==> config.mk <==
export PLATFORM = sky130hd
export DESIGN_NAME = tx_sched_gate
export DESIGN_NICKNAME = d
export VERILOG_FILES = /design/src/rtl/tx_sched_pkg.sv /design/src/rtl/tx_sched_word_cnt.sv /design/src/rtl/tx_sched_time_cmp.sv /design/src/rtl/tx_sched_gate.sv
export SDC_FILE = /design/constraint.sdc
export NUM_CORES = 1
export LEC_CHECK = 0
export ABC_CLOCK_PERIOD_IN_PS = 9000
export BUFFER_PORTS_ARGS = -buffer_cell sky130_fd_sc_hd__buf_4
export CAP_MARGIN = 20
export CORE_ASPECT_RATIO = 1.25
export CORE_MARGIN = 8
export CORE_UTILIZATION = 50
export DETAILED_ROUTE_END_ITERATION = 8
export GPL_TIMING_DRIVEN = 0
export PLACE_DENSITY = 0.78
export REMOVE_ABC_BUFFERS = 1
export SLEW_MARGIN = 20
export SYNTH_ARGS = -nofsm -noshare
export SYNTH_HDL_FRONTEND = slang
export SYNTH_HIERARCHICAL = 1
export SYNTH_SLANG_ARGS = --single-unit
==> constraint.sdc <==
create_clock -name clk -period 9 [get_ports clk]
set_input_delay 0.9 -clock clk [delete_from_list [all_inputs] [get_ports clk]]
set_output_delay 0.9 -clock clk [all_outputs]
set_load 0.02 [all_outputs]
==> src/rtl/tx_sched_pkg.sv <==
`timescale 1ns/1ps
package tx_sched_pkg;
    typedef enum logic [2:0] {
        ST_HDR   = 3'd0,
        ST_CHECK = 3'd1,
        ST_HOLD  = 3'd2,
        ST_PASS  = 3'd3,
        ST_DROP  = 3'd4
    } gate_state_t;
endpackage

==> src/rtl/tx_sched_word_cnt.sv <==
`timescale 1ns/1ps
// Counts data words inside a block; wraps to zero on the last word.
module tx_sched_word_cnt #(
    parameter int LEN_W = 32
) (
    input  logic             clk,
    input  logic             rst_n,
    input  logic             clr,
    input  logic             inc,
    input  logic [LEN_W-1:0] len,
    output logic             last
);
    localparam logic [LEN_W-1:0] ONE = {{(LEN_W-1){1'b0}}, 1'b1};

    logic [LEN_W-1:0] cnt;

    assign last = (cnt == len - ONE);

    always_ff @(posedge clk) begin
        if (!rst_n || clr) begin
            cnt <= '0;
        end else if (inc) begin
            cnt <= last ? '0 : cnt + ONE;
        end
    end
endmodule

==> src/rtl/tx_sched_time_cmp.sv <==
`timescale 1ns/1ps
// Holds the captured block time and compares it, unsigned, with the current time.
module tx_sched_time_cmp #(
    parameter int TIME_W = 64
) (
    input  logic              clk,
    input  logic              rst_n,
    input  logic              load,
    input  logic [TIME_W-1:0] ts_in,
    input  logic [TIME_W-1:0] now,
    output logic              due,
    output logic              late
);
    logic [TIME_W-1:0] ts_q;

    always_ff @(posedge clk) begin
        if (!rst_n) begin
            ts_q <= '0;
        end else if (load) begin
            ts_q <= ts_in;
        end
    end

    assign due  = (now >= ts_q);
    assign late = (now >  ts_q);
endmodule

==> src/rtl/tx_sched_gate.sv <==
`timescale 1ns/1ps
module tx_sched_gate #(
    parameter int DATA_W = 64,
    parameter int TIME_W = 64,
    parameter int LEN_W  = 32
) (
    input  logic              clk,
    input  logic              rst_n,
    input  logic [DATA_W-1:0] s_data,
    input  logic              s_valid,
    output logic              s_ready,
    output logic [DATA_W-1:0] m_data,
    output logic              m_valid,
    input  logic              m_ready,
    input  logic [TIME_W-1:0] now_time,
    input  logic [LEN_W-1:0]  blk_len,
    output logic              late_pulse,
    output logic              stalled
);
    import tx_sched_pkg::*;

    gate_state_t state, nxt;
    logic        enabled;
    logic        xfer;
    logic        last;
    logic        due;
    logic        late;
    logic        cnt_clr;
    logic        cnt_inc;
    logic        ts_load;

    assign enabled = (blk_len != '0);
    assign xfer    = s_valid && s_ready;
    assign cnt_clr = !enabled || (state == ST_HDR);
    assign cnt_inc = enabled && xfer && (state != ST_HDR);
    assign ts_load = enabled && (state == ST_HDR) && s_valid;

    tx_sched_word_cnt #(.LEN_W(LEN_W)) u_cnt (
        .clk   (clk),
        .rst_n (rst_n),
        .clr   (cnt_clr),
        .inc   (cnt_inc),
        .len   (blk_len),
        .last  (last)
    );

    tx_sched_time_cmp #(.TIME_W(TIME_W)) u_cmp (
        .clk   (clk),
        .rst_n (rst_n),
        .load  (ts_load),
        .ts_in (s_data[TIME_W-1:0]),
        .now   (now_time),
        .due   (due),
        .late  (late)
    );

    // State register
    always_ff @(posedge clk) begin
        if (!rst_n || !enabled) begin
            state <= ST_HDR;
        end else begin
            state <= nxt;
        end
    end

    // Next-state decision
    always_comb begin
        nxt = state;
        unique case (state)
            ST_HDR:   if (s_valid) nxt = ST_CHECK;
            ST_CHECK: begin
                if (late)     nxt = ST_DROP;
                else if (due) nxt = (xfer && last) ? ST_HDR : ST_PASS;
                else          nxt = ST_HOLD;
            end
            ST_HOLD:  if (due) nxt = (xfer && last) ? ST_HDR : ST_PASS;
            ST_PASS:  if (xfer && last) nxt = ST_HDR;
            ST_DROP:  if (xfer && last) nxt = ST_HDR;
            default:  nxt = ST_HDR;
        endcase
    end

    // Outputs
    always_comb begin
        logic fwd;
        fwd        = 1'b0;
        s_ready    = 1'b0;
        m_data     = '0;
        m_valid    = 1'b0;
        late_pulse = 1'b0;
        stalled    = 1'b0;
        if (!enabled) begin
            m_data  = s_data;
            m_valid = s_valid;
            s_ready = m_ready;
        end else begin
            unique case (state)
                ST_HDR:   s_ready = 1'b1;
                ST_CHECK: begin
                    if (late)     late_pulse = 1'b1;
                    else if (due) fwd = 1'b1;
                    else          stalled = 1'b1;
                end
                ST_HOLD:  begin
                    if (due) fwd = 1'b1;
                    else     stalled = 1'b1;
                end
                ST_PASS:  fwd = 1'b1;
                ST_DROP:  s_ready = 1'b1;
                default:  s_ready = 1'b0;
            endcase
            if (fwd) begin
                m_data  = s_data;
                m_valid = s_valid;
                s_ready = m_ready;
            end
        end
    end
endmodule

==> metrics.txt, run 1 <==
post-synth top area share 25.5%; total CTS buffers 9; Yosys cell types 77; placeable core area 15,400 um^2; global route overflow 0; commonest non-fill, non-tap cell in the layout buf_4; min Tclk post-route ~5.8 ns; Reg power frac 34.4%; Switch Pwr 460 uW; Clock power frac 30.7%; Worst-path clk slew 0.07 ns; chip height 155 um; GRT Overall Usage 23.1%; pwr dens between 100 and 150 nW/um^2; asr flop ratio synth 0%; Final setup viols 0; Logic pwr share 34.9%; Area Overhead vs Synth 29.8%; CP Capture Type flop; Slew Limit Headroom between 30 and 40%; clk_lat worst skew approximately 0.36 ns; RSZ-0062 raised after global routing no; Initial Utilization 50.6%; WS Path Type input pin to flop; final count of pins violating max slew 0; GPL Wtd Cong 0.948; Sink Count 99; vias in the first global route 7,157; final antenna-violating net count 0; area leader, netlist dfxtp_1; Static Leak between 4 and 5 nW; H-tree depth 3; Final Hold Viols 0; Setup Skew 0.0127 ns; wire per inst 17.1 um; commonest cells after routing, fill and taps aside buf_4 (232), dfxtp_1 (99), inv_1 (76); WP data arrival between 6 and 7 ns; FF+latch count, synth between 90 and 100; TritonCTS clock tree yes; initial antenna violation count 0; sequential area share after synthesis 25.5%; switching part of the total 32.2%; fin crit share 64.5%; layout cells sized above 1 27.0%; final cell count without fillers 1,347; actual slew at the worst max-slew pin approximately 0.93 ns; dpl hpwl 18,800 um; Post-Synthesis Cells 915; Post-Route WL 23,100 um; largest net degree at the start of global routing 69; routed via count divided by cell count 5.41; crit-path max FO 8; fmax 172 MHz; setup_tns 0 ns; Max rail drop VDD 0.0000875 V; Area contributors post-synth dfxtp_1 (25%), ha_1 (11%), mux2i_1 (8.5%); I/O pin cnt 232; PortBufs roughly 230; Starting DRT DRC Count around 450; post-cts hold buffer count 0; PostCTS Resize Cnt 0; syn avg cell area 8.50 um^2; CP Launch Type input pin; EDFF count, synth 0; Clock Path Buffers 2; Int Pwr 968 uW; Yosys Warn Count 6; maxcap violations 0; # nets final 1,360; row cnt roughly 50; DR pass1 iterations 5; vias 7,288; first-pass GRT wire length 36,500 um; status complete, no violations; worst min path class flop to flop; Root Driver clkbuf_16; DRC Markers 0; synthesized cell area 7780 um^2; antenna cells 0; ys flop type dfxtp_1; die width 128 um; placed cell count 1,330; critical path data required time 9.23 ns; die area 19,800 um^2; Post-CTS Setup Bufs 0; layout filler cell count ~1,400
logic make-up (layout without fill, tap and decap cells):
logic type / count (synthesis) / after routing / share of synthesized area (%)
buf+inv: 112 / 332 / 6.29
simple gates: 399 / 399 / 32.1
compound gates: 106 / 106 / 9.54
mux: 66 / 66 / 8.49
flops: 99 / 99 / 25.5
fa+ha+maj: 66 / 66 / 10.6
xor+xnor: 67 / 67 / 7.54
through the flow:
stage          instance area, um^2  utilization [%]  hold WS, ns  setup WS [ns]  power [mW]
2_1_floorplan                 7580                -        0.483           3.25       0.803
3_3_place_gp                  9580             62.3        0.497           1.50       0.985
3_5_place_dp                  9740             63.3        0.502           2.78       0.997
4_1_cts                      10100             65.5        0.521           3.11        1.43
5_1_grt                      10100             65.6        0.536           2.73        1.51
6_report                     10100             65.6        0.517           3.19        1.43
critical path: stages:
cell and delay (ns):
buf_4 0.11, ha_1 0.31, nand4_1 0.16, nor3_1 0.40
nand4_1 0.24, nor4_4 0.29, o21ai_0 0.13, nand3_1 0.21
o21ai_0 0.14, a21oi_1 0.23, a22oi_1 0.12, nor3b_1 0.71
and4_1 0.38, nand3_1 0.23, nor4_1 0.82, nand3_1 0.28
nor2_1 0.19, xnor2_1 0.13, nor3_1 0.06
sequential cells by signal, summed over array words and instances (netlist names):
signal	flops
u_cmp/ts_q	64
u_cnt/cnt	32
state	3
routing by layer:
metal	vias up	track usage, %	part of all wire, %
met2	223	42.7	51
li1	3661	-	-
met5	-	0	0
met4	0	8.51	2.1
met1	3370	25.9	42
met3	34	3.66	5.0
power by group through the flow:
stage / registers [mW] / clock network, mW / logic, mW
floorplan: 0.496 / 0 / 0.307
global placement: 0.499 / 0 / 0.485
detailed placement: 0.501 / 0 / 0.496
CTS: 0.491 / 0.445 / 0.499
global route: 0.496 / 0.467 / 0.547
finish: 0.491 / 0.438 / 0.498
final timing paths:
| path | start | endpoint | slack [ns] | depth (start not counted) |
|---|---|---|---|---|
| max | now_time[38] | u_cnt/cnt[31] | 3.19 | 19 |
| min | u_cmp/ts_q[38] | u_cmp/ts_q[38] | 0.52 | 2 |
| max reg2reg | u_cmp/ts_q[39] | u_cnt/cnt[31] | 3.48 | 19 |
| min reg2reg | u_cmp/ts_q[38] | u_cmp/ts_q[38] | 0.52 | 2 |
cell usage after synthesis (8+ instances only):
cell type and instances:
a211oi_1 8, a21oi_1 32, and2_1 66, buf_2 9, clkbuf_1 13, dfxtp_1 99
ha_1 66, inv_1 76, mux2i_1 66, nand2_1 41, nand3_1 22, nand4_1 27
nor2_1 36, nor2b_1 66, nor3_1 30, nor3_2 21, nor4_1 15, o21ai_0 14
or3_1 8, or4_1 9, xnor2_1 32, xor2_1 35
layout make-up:
class | instances | area [um^2] | share of cell area, %
flip-flops and latches | 99 | 1980 | 19.6
clock buffers | 10 | 239 | 2.37
repair buffers | 240 | 1910 | 18.9
clock inverters | 6 | 95.1 | 0.942
inverters | 76 | 285 | 2.83
well taps | 212 | 265 | 2.63
multi-input cells | 704 | 5320 | 52.7
Power figures use the tool's default switching activity.
==> run 2, diff against run 1 <==
Settings changed: ABC_AREA set to 1, ABC_CLOCK_PERIOD_IN_PS 9000 to 4900, CORE_UTILIZATION 50 to 48.
Clock period 9 ns to 4.9 ns, I/O delays scaled along.
==> run 2 against run 1 <==
  * First-iteration DRC count down 25%
  * Largest cell class unchanged
  * Register-to-register slack worse by 2.8 ns
  * Synthesized cell count up 42%
  * Wire length up 0.26%
  * Utilization down 4.3 points
==> metrics.txt, run 2 <==
Clock Path Buffers 2; Max rail drop VDD 0.000284 V; GPL Wtd Cong 0.952; commonest non-fill, non-tap cell in the layout nand2_1; syn avg cell area 6.20 um^2; Switch Pwr 1.34 mW; row cnt between 50 and 60; area leader, netlist dfxtp_1; chip height 161 um; CP Launch Type flop; final cell count without fillers roughly 1,700; Worst-path clk slew ~0.070 ns; asr flop ratio synth 0%; Final Hold Viols 0; Critical R2R Launch u_cmp/ts_q[57]; WS Path Type flop to flop; H-tree depth 3; Post-CTS Setup Bufs 0; Area contributors post-synth dfxtp_1 (25%), nand2_1 (12%), inv_1 (10%); routed via count divided by cell count 4.90; Sink Count 99; reg-to-reg endpoint u_cnt/cnt[26]; final antenna-violating net count 0; vias ~8,500; Final setup viols 0; vias in the first global route 8,383; GRT Overall Usage 21.1%; I/O pin cnt 232; Logic pwr share between 40% and 50%; top-count cell post-synth nand2_1; FF+latch count, synth 99; Yosys cell types 39; synthesized cell area 8020 um^2; Static Leak 5.00 nW; Critical Path End u_cnt/cnt[26]; setup_tns 0 ns; Setup Skew 0.0105 ns; first-pass GRT wire length 37,200 um; Root Driver clkbuf_16; worst min path class input pin to flop; fmax 236 MHz; Worst path slowest cell dfxtp_1; clk_lat worst skew between 0.3 and 0.4 ns; actual slew at the worst max-slew pin 1.03 ns; pwr dens 330 nW/um^2; DR pass1 iterations 5; Largest register FFs 64; Slew Limit Headroom between 30% and 40%; Int Pwr approximately 2.0 mW; Clock power frac around 23%; placed cell count roughly 1,700; Yosys Warn Count 6; switching part of the total between 30% and 40%; Top reg by flops u_cmp/ts_q; number of buffers and inverters on the critical path 4; status complete, no violations; maxcap violations 0; Post-Route WL between 20,000 and 25,000 um; TritonCTS clock tree yes; WP data arrival ~4.4 ns; crit-path max FO 6; Starting DRT DRC Count between 300 and 400; antenna cells 0; CP delay by family, top simple AND/OR/NAND/NOR gates; CP Capture Type flop; initial antenna violation count 0; design area 10,200 um^2; PortBufs 231; final count of pins violating max slew 0; largest net degree at the start of global routing 82; r2r worst-path depth 31; Initial Utilization 48.4%; die area approximately 21,000 um^2; ys flop type dfxtp_1; total CTS buffers 9; critical path data required time 5.10 ns; commonest cells after routing, fill and taps aside nand2_1 (256), buf_4 (231), inv_1 (222), nor2_1 (210), a21oi_1 (102); Slowest Stage Delay on Critical Path between 0.3 and 0.4 ns; synth cell count leaders nand2_1 (256), inv_1 (222), nor2_1 (210); Top Registers u_cmp/ts_q: 64 flops, u_cnt/cnt: 32 flops, state: 3 flops; sequential area share after synthesis 24.7%; post-place instance area 9830 um^2; dpl hpwl 19,200 um; min Tclk post-route 4.24 ns; Area Overhead vs Synth 26.7%; global route overflow 0; FF-to-FF setup slack 0.66 ns; Post-Synthesis Cells 1,295; post-synth top area share 24.7%; EDFF count, synth 0; wire per inst 13.4 um; Stages on worst setup path 31; Reg power frac a little under a third; die width 132 um; RSZ-0062 raised after global routing no; crit path from u_cmp/ts_q[57]; fin crit share between 80% and 90%; Worst path most repeated cell nand2_1; placeable core area between 15,000 and 20,000 um^2; # nets final 1,733; layout cells sized above 1 20.7%; DRC Markers 0
==> run 2: tightest hold or removal path: cells and delay by family <==
family	cells	cell delay, ns
buffers and inverters	1	0.09
AND/OR/NAND/NOR	2	0.14
==> run 2: how the worst min path moves through the flow <==
stage                               from        endpoint  slack (ns)  depth (start not counted)
after floorplan           u_cmp/ts_q[63]  u_cmp/ts_q[63]        0.43                          2
after global placement    u_cmp/ts_q[41]  u_cmp/ts_q[41]        0.45                          2
after detailed placement  u_cmp/ts_q[41]  u_cmp/ts_q[41]        0.45                          2
after CTS                      s_data[0]   u_cmp/ts_q[0]        0.41                          3
after global routing          s_data[48]  u_cmp/ts_q[48]        0.42                          3
final                          s_data[0]   u_cmp/ts_q[0]        0.42                          3
==> run 2: layout make-up <==
type,count,area (um^2)
Tap cell,220,275
Clock buffer,10,229
Multi-Input combinational cell,930,4960
Fill cell,1631,6410
Inverter,230,866
Sequential cell,99,1980
Timing Repair Buffer,233,1770
Clock inverter,6,90.1
==> run 2: layer usage <==
| layer | vias up | GRT usage (%) | wire length, um |
|---|---|---|---|
| li1 | 4489 | - | - |
| met1 | 3721 | 20.3 | 8700 |
| met2 | 231 | 40.9 | 12200 |
| met3 | 30 | 6.94 | 1700 |
| met4 | 0 | 7.06 | 551 |
| met5 | - | 0 | 0 |
==> run 2: logic make-up (layout without fill, tap and decap cells) <==
family,after synthesis,in the layout,share of synthesized area [%]
XOR/XNOR,43,43,4.69
flip-flops,99,99,24.7
AO/OA/AOI/OAI,207,207,13.4
AND/OR/NAND/NOR,614,614,33.3
buffers and inverters,266,479,13.6
adder cells (fa/ha/maj),66,66,10.3
==> run 2: power by group through the flow <==
| stage | Combinational [mW] | Clock [mW] | Sequential [mW] |
|---|---|---|---|
| final | 1.58 | 0.759 | 1.02 |
| after global routing | 1.78 | 0.816 | 1.03 |
| after CTS | 1.59 | 0.780 | 1.02 |
| after detailed placement | 1.57 | 0 | 1.03 |
| after global placement | 1.51 | 0 | 1.03 |
| after floorplan | 1.01 | 0 | 1.02 |
==> run 2: what timing repair did <==
action / in CTS / in global routing
gates resized for setup: 0 / 2
endpoints found under the setup margin: 0 / 4
hold buffers: 0 / 0
==> run 2: per-stage QoR <==
step | power (mW) | hold WS, ns | util [%] | setup WS (ns)
final | 3.36 | 0.419 | 61.3 | 0.663
after floorplan | 2.03 | 0.433 | - | 0.919
after global placement | 2.54 | 0.447 | 59.1 | -0.116
after global routing | 3.63 | 0.425 | 61.3 | 0.0328
after CTS | 3.38 | 0.412 | 61.2 | 0.0780
after detailed placement | 2.61 | 0.454 | 59.3 | -0.128
==> run 3, diff against run 2 <==
Settings changed: CELL_PAD_IN_SITES_DETAIL_PLACEMENT set to 1, CELL_PAD_IN_SITES_GLOBAL_PLACEMENT set to 1, CORE_UTILIZATION 48 to 33, PLACE_DENSITY 0.78 to not set, PLACE_DENSITY_LB_ADDON set to 0.1.
==> run 3 against run 2 <==
  * Clock skew up 0.0015 ns
  * Global-route usage down 3.3 points
  * Sequential power about the same
  * Wire length up 15%
  * Setup slack worse by 0.093 ns
  * Sequential share of layout area down 0.22 points
  * Via count up 2.0%
  * Final area up 1.2%
  * Critical endpoint unchanged
==> metrics.txt, run 3 (synthesized netlist as in run 2, its figures left out) <==
Logic pwr share 48.5%; die width 155 um; M1 wire length 10,000 um; Static Leak between 4 and 5 nW; placeable core area 24,200 um^2; final setup margin roughly 0.57 ns; Sink Count 99; CP Capture Type flop; Largest register FFs 64; fmax 231 MHz; pwr dens between 300 and 400 nW/um^2; clk_lat worst skew roughly 0.35 ns; commonest non-fill, non-tap cell in the layout nand2_1; met3 wire length 1760 um; Worst path most repeated cell nand2_1; Design Power 3.32 mW; number of buffers and inverters on the critical path 2; die area 29,600 um^2; CP delay by family, top simple AND/OR/NAND/NOR gates; post-cts hold buffer count 0; GRT Overall Usage 17.8%; chip height 190 um; Reg power frac about 30%; Max rail drop VDD 0.000170 V; CP Launch Type flop; antenna cells 0; actual slew at the worst max-slew pin 0.859 ns; initial antenna violation count 0; Slew Limit Headroom 42.8%; commonest cells after routing, fill and taps aside nand2_1 (256), buf_4 (234), inv_1 (222), nor2_1 (210), a21oi_1 (102); Area Overhead vs Synth 28.2%; Clock Path Buffers 2; Post-Route WL 26,500 um; largest net degree at the start of global routing 82; worst min path class input pin to flop; WS Path Type flop to flop; maxcap violations 0; I/O pin cnt ~230; Top Registers u_cmp/ts_q: 64 flops, u_cnt/cnt: 32 flops, state: 3 flops; Int Pwr slightly below 2 mW; Starting DRT DRC Count 241; Initial Utilization approximately 33%; min Tclk post-route 4.33 ns; Top reg by flops u_cmp/ts_q; vias in the first global route a little over 9,000; Switch Pwr 1.39 mW; Clock power frac a little over a fifth; global route overflow 0; layout cells sized above 1 20.8%; row cnt 64; PortBufs 231; crit-path max FO 7; Final setup viols 0; RSZ-0062 raised after global routing no; Layout Utilization 42.5%; status complete, no violations; Worst-path clk slew 0.08 ns; DR pass1 iterations 4; H-tree depth 3; GPL Wtd Cong 0.845; # nets final 1,735; dpl ws -0.0308 ns; Setup Skew 0.0119 ns; DR WL met2 14,100 um; Slowest Stage Delay on Critical Path ~0.33 ns; DRC Markers 0; first-pass GRT wire length roughly 43,000 um; Worst path slowest cell nor3_4; Final Hold Viols 0; dpl hpwl 22,400 um; top layer in use met4; critical path data required time approximately 5 ns; final count of pins violating max slew 0; switching part of the total 41.7%; wire per inst 14.4 um; total CTS buffers 9; vias between 8,000 and 9,000; TritonCTS clock tree yes; Root Driver clkbuf_16; final antenna-violating net count 0; fin crit share 88.4%; routed via count divided by cell count 4.70; WP data arrival 4.55 ns; layout filler cell count 3,284
run 3: final timing paths:
path             startpoint              to  slack [ns]  cells after the start
min               s_data[0]   u_cmp/ts_q[0]        0.38                      3
max reg2reg  u_cmp/ts_q[47]   u_cnt/cnt[26]        0.57                     28
min reg2reg  u_cmp/ts_q[58]  u_cmp/ts_q[58]        0.46                      2
max          u_cmp/ts_q[47]   u_cnt/cnt[26]        0.57                     28
run 3: layout make-up:
type                    instances  area, um^2  area share [%]
clock buffers                  11         243            2.36
repair buffers                235        1780            17.4
inverters                     230         867            8.43
multi-input cells             930        4960            48.2
well taps                     330         413            4.02
clock inverters                 5        37.5           0.365
flip-flops and latches         99        1980            19.3
run 3: per-stage QoR:
| stage | instances | cell area [um^2] | hold slack [ns] | TNS, ns |
|---|---|---|---|---|
| 5_1_grt | 1840 | 10300 | 0.389 | 0 |
| 3_5_place_dp | 1821 | 9970 | 0.454 | -0.0577 |
| 4_1_cts | 1837 | 10300 | 0.378 | 0 |
| 6_report | 1840 | 10300 | 0.385 | 0 |
| 2_1_floorplan | 1259 | 7790 | 0.433 | 0 |
| 3_3_place_gp | 1820 | 9940 | 0.448 | -1.40 |
run 3: power groups by stage:
stage	sequential (mW)	combinational (mW)	clock [mW]
2_1_floorplan	1.02	1.01	0
3_3_place_gp	1.03	1.56	0
3_5_place_dp	1.04	1.62	0
4_1_cts	1.02	1.63	0.724
5_1_grt	1.03	1.83	0.753
6_report	1.01	1.61	0.696
run 3: routing by layer:
layer / GRT usage, % / up-vias
met1: 17.0 / 3955
li1: - / 4486
met5: 0 / -
met3: 5.58 / 36
met2: 34.7 / 163
met4: 6.96 / 0
run 3: repair_timing:
action / 4_1_cts / 5_1_grt
hold endpoints to repair: 0 / 0
resized for setup: 0 / 1
setup buffers: 0 / 3
setup endpoints to repair: 0 / 3
run 3: worst min-delay path: stages:
cell	delay [ns]
buf_4	0.09
nor2_1	0.04
nor2_1	0.08
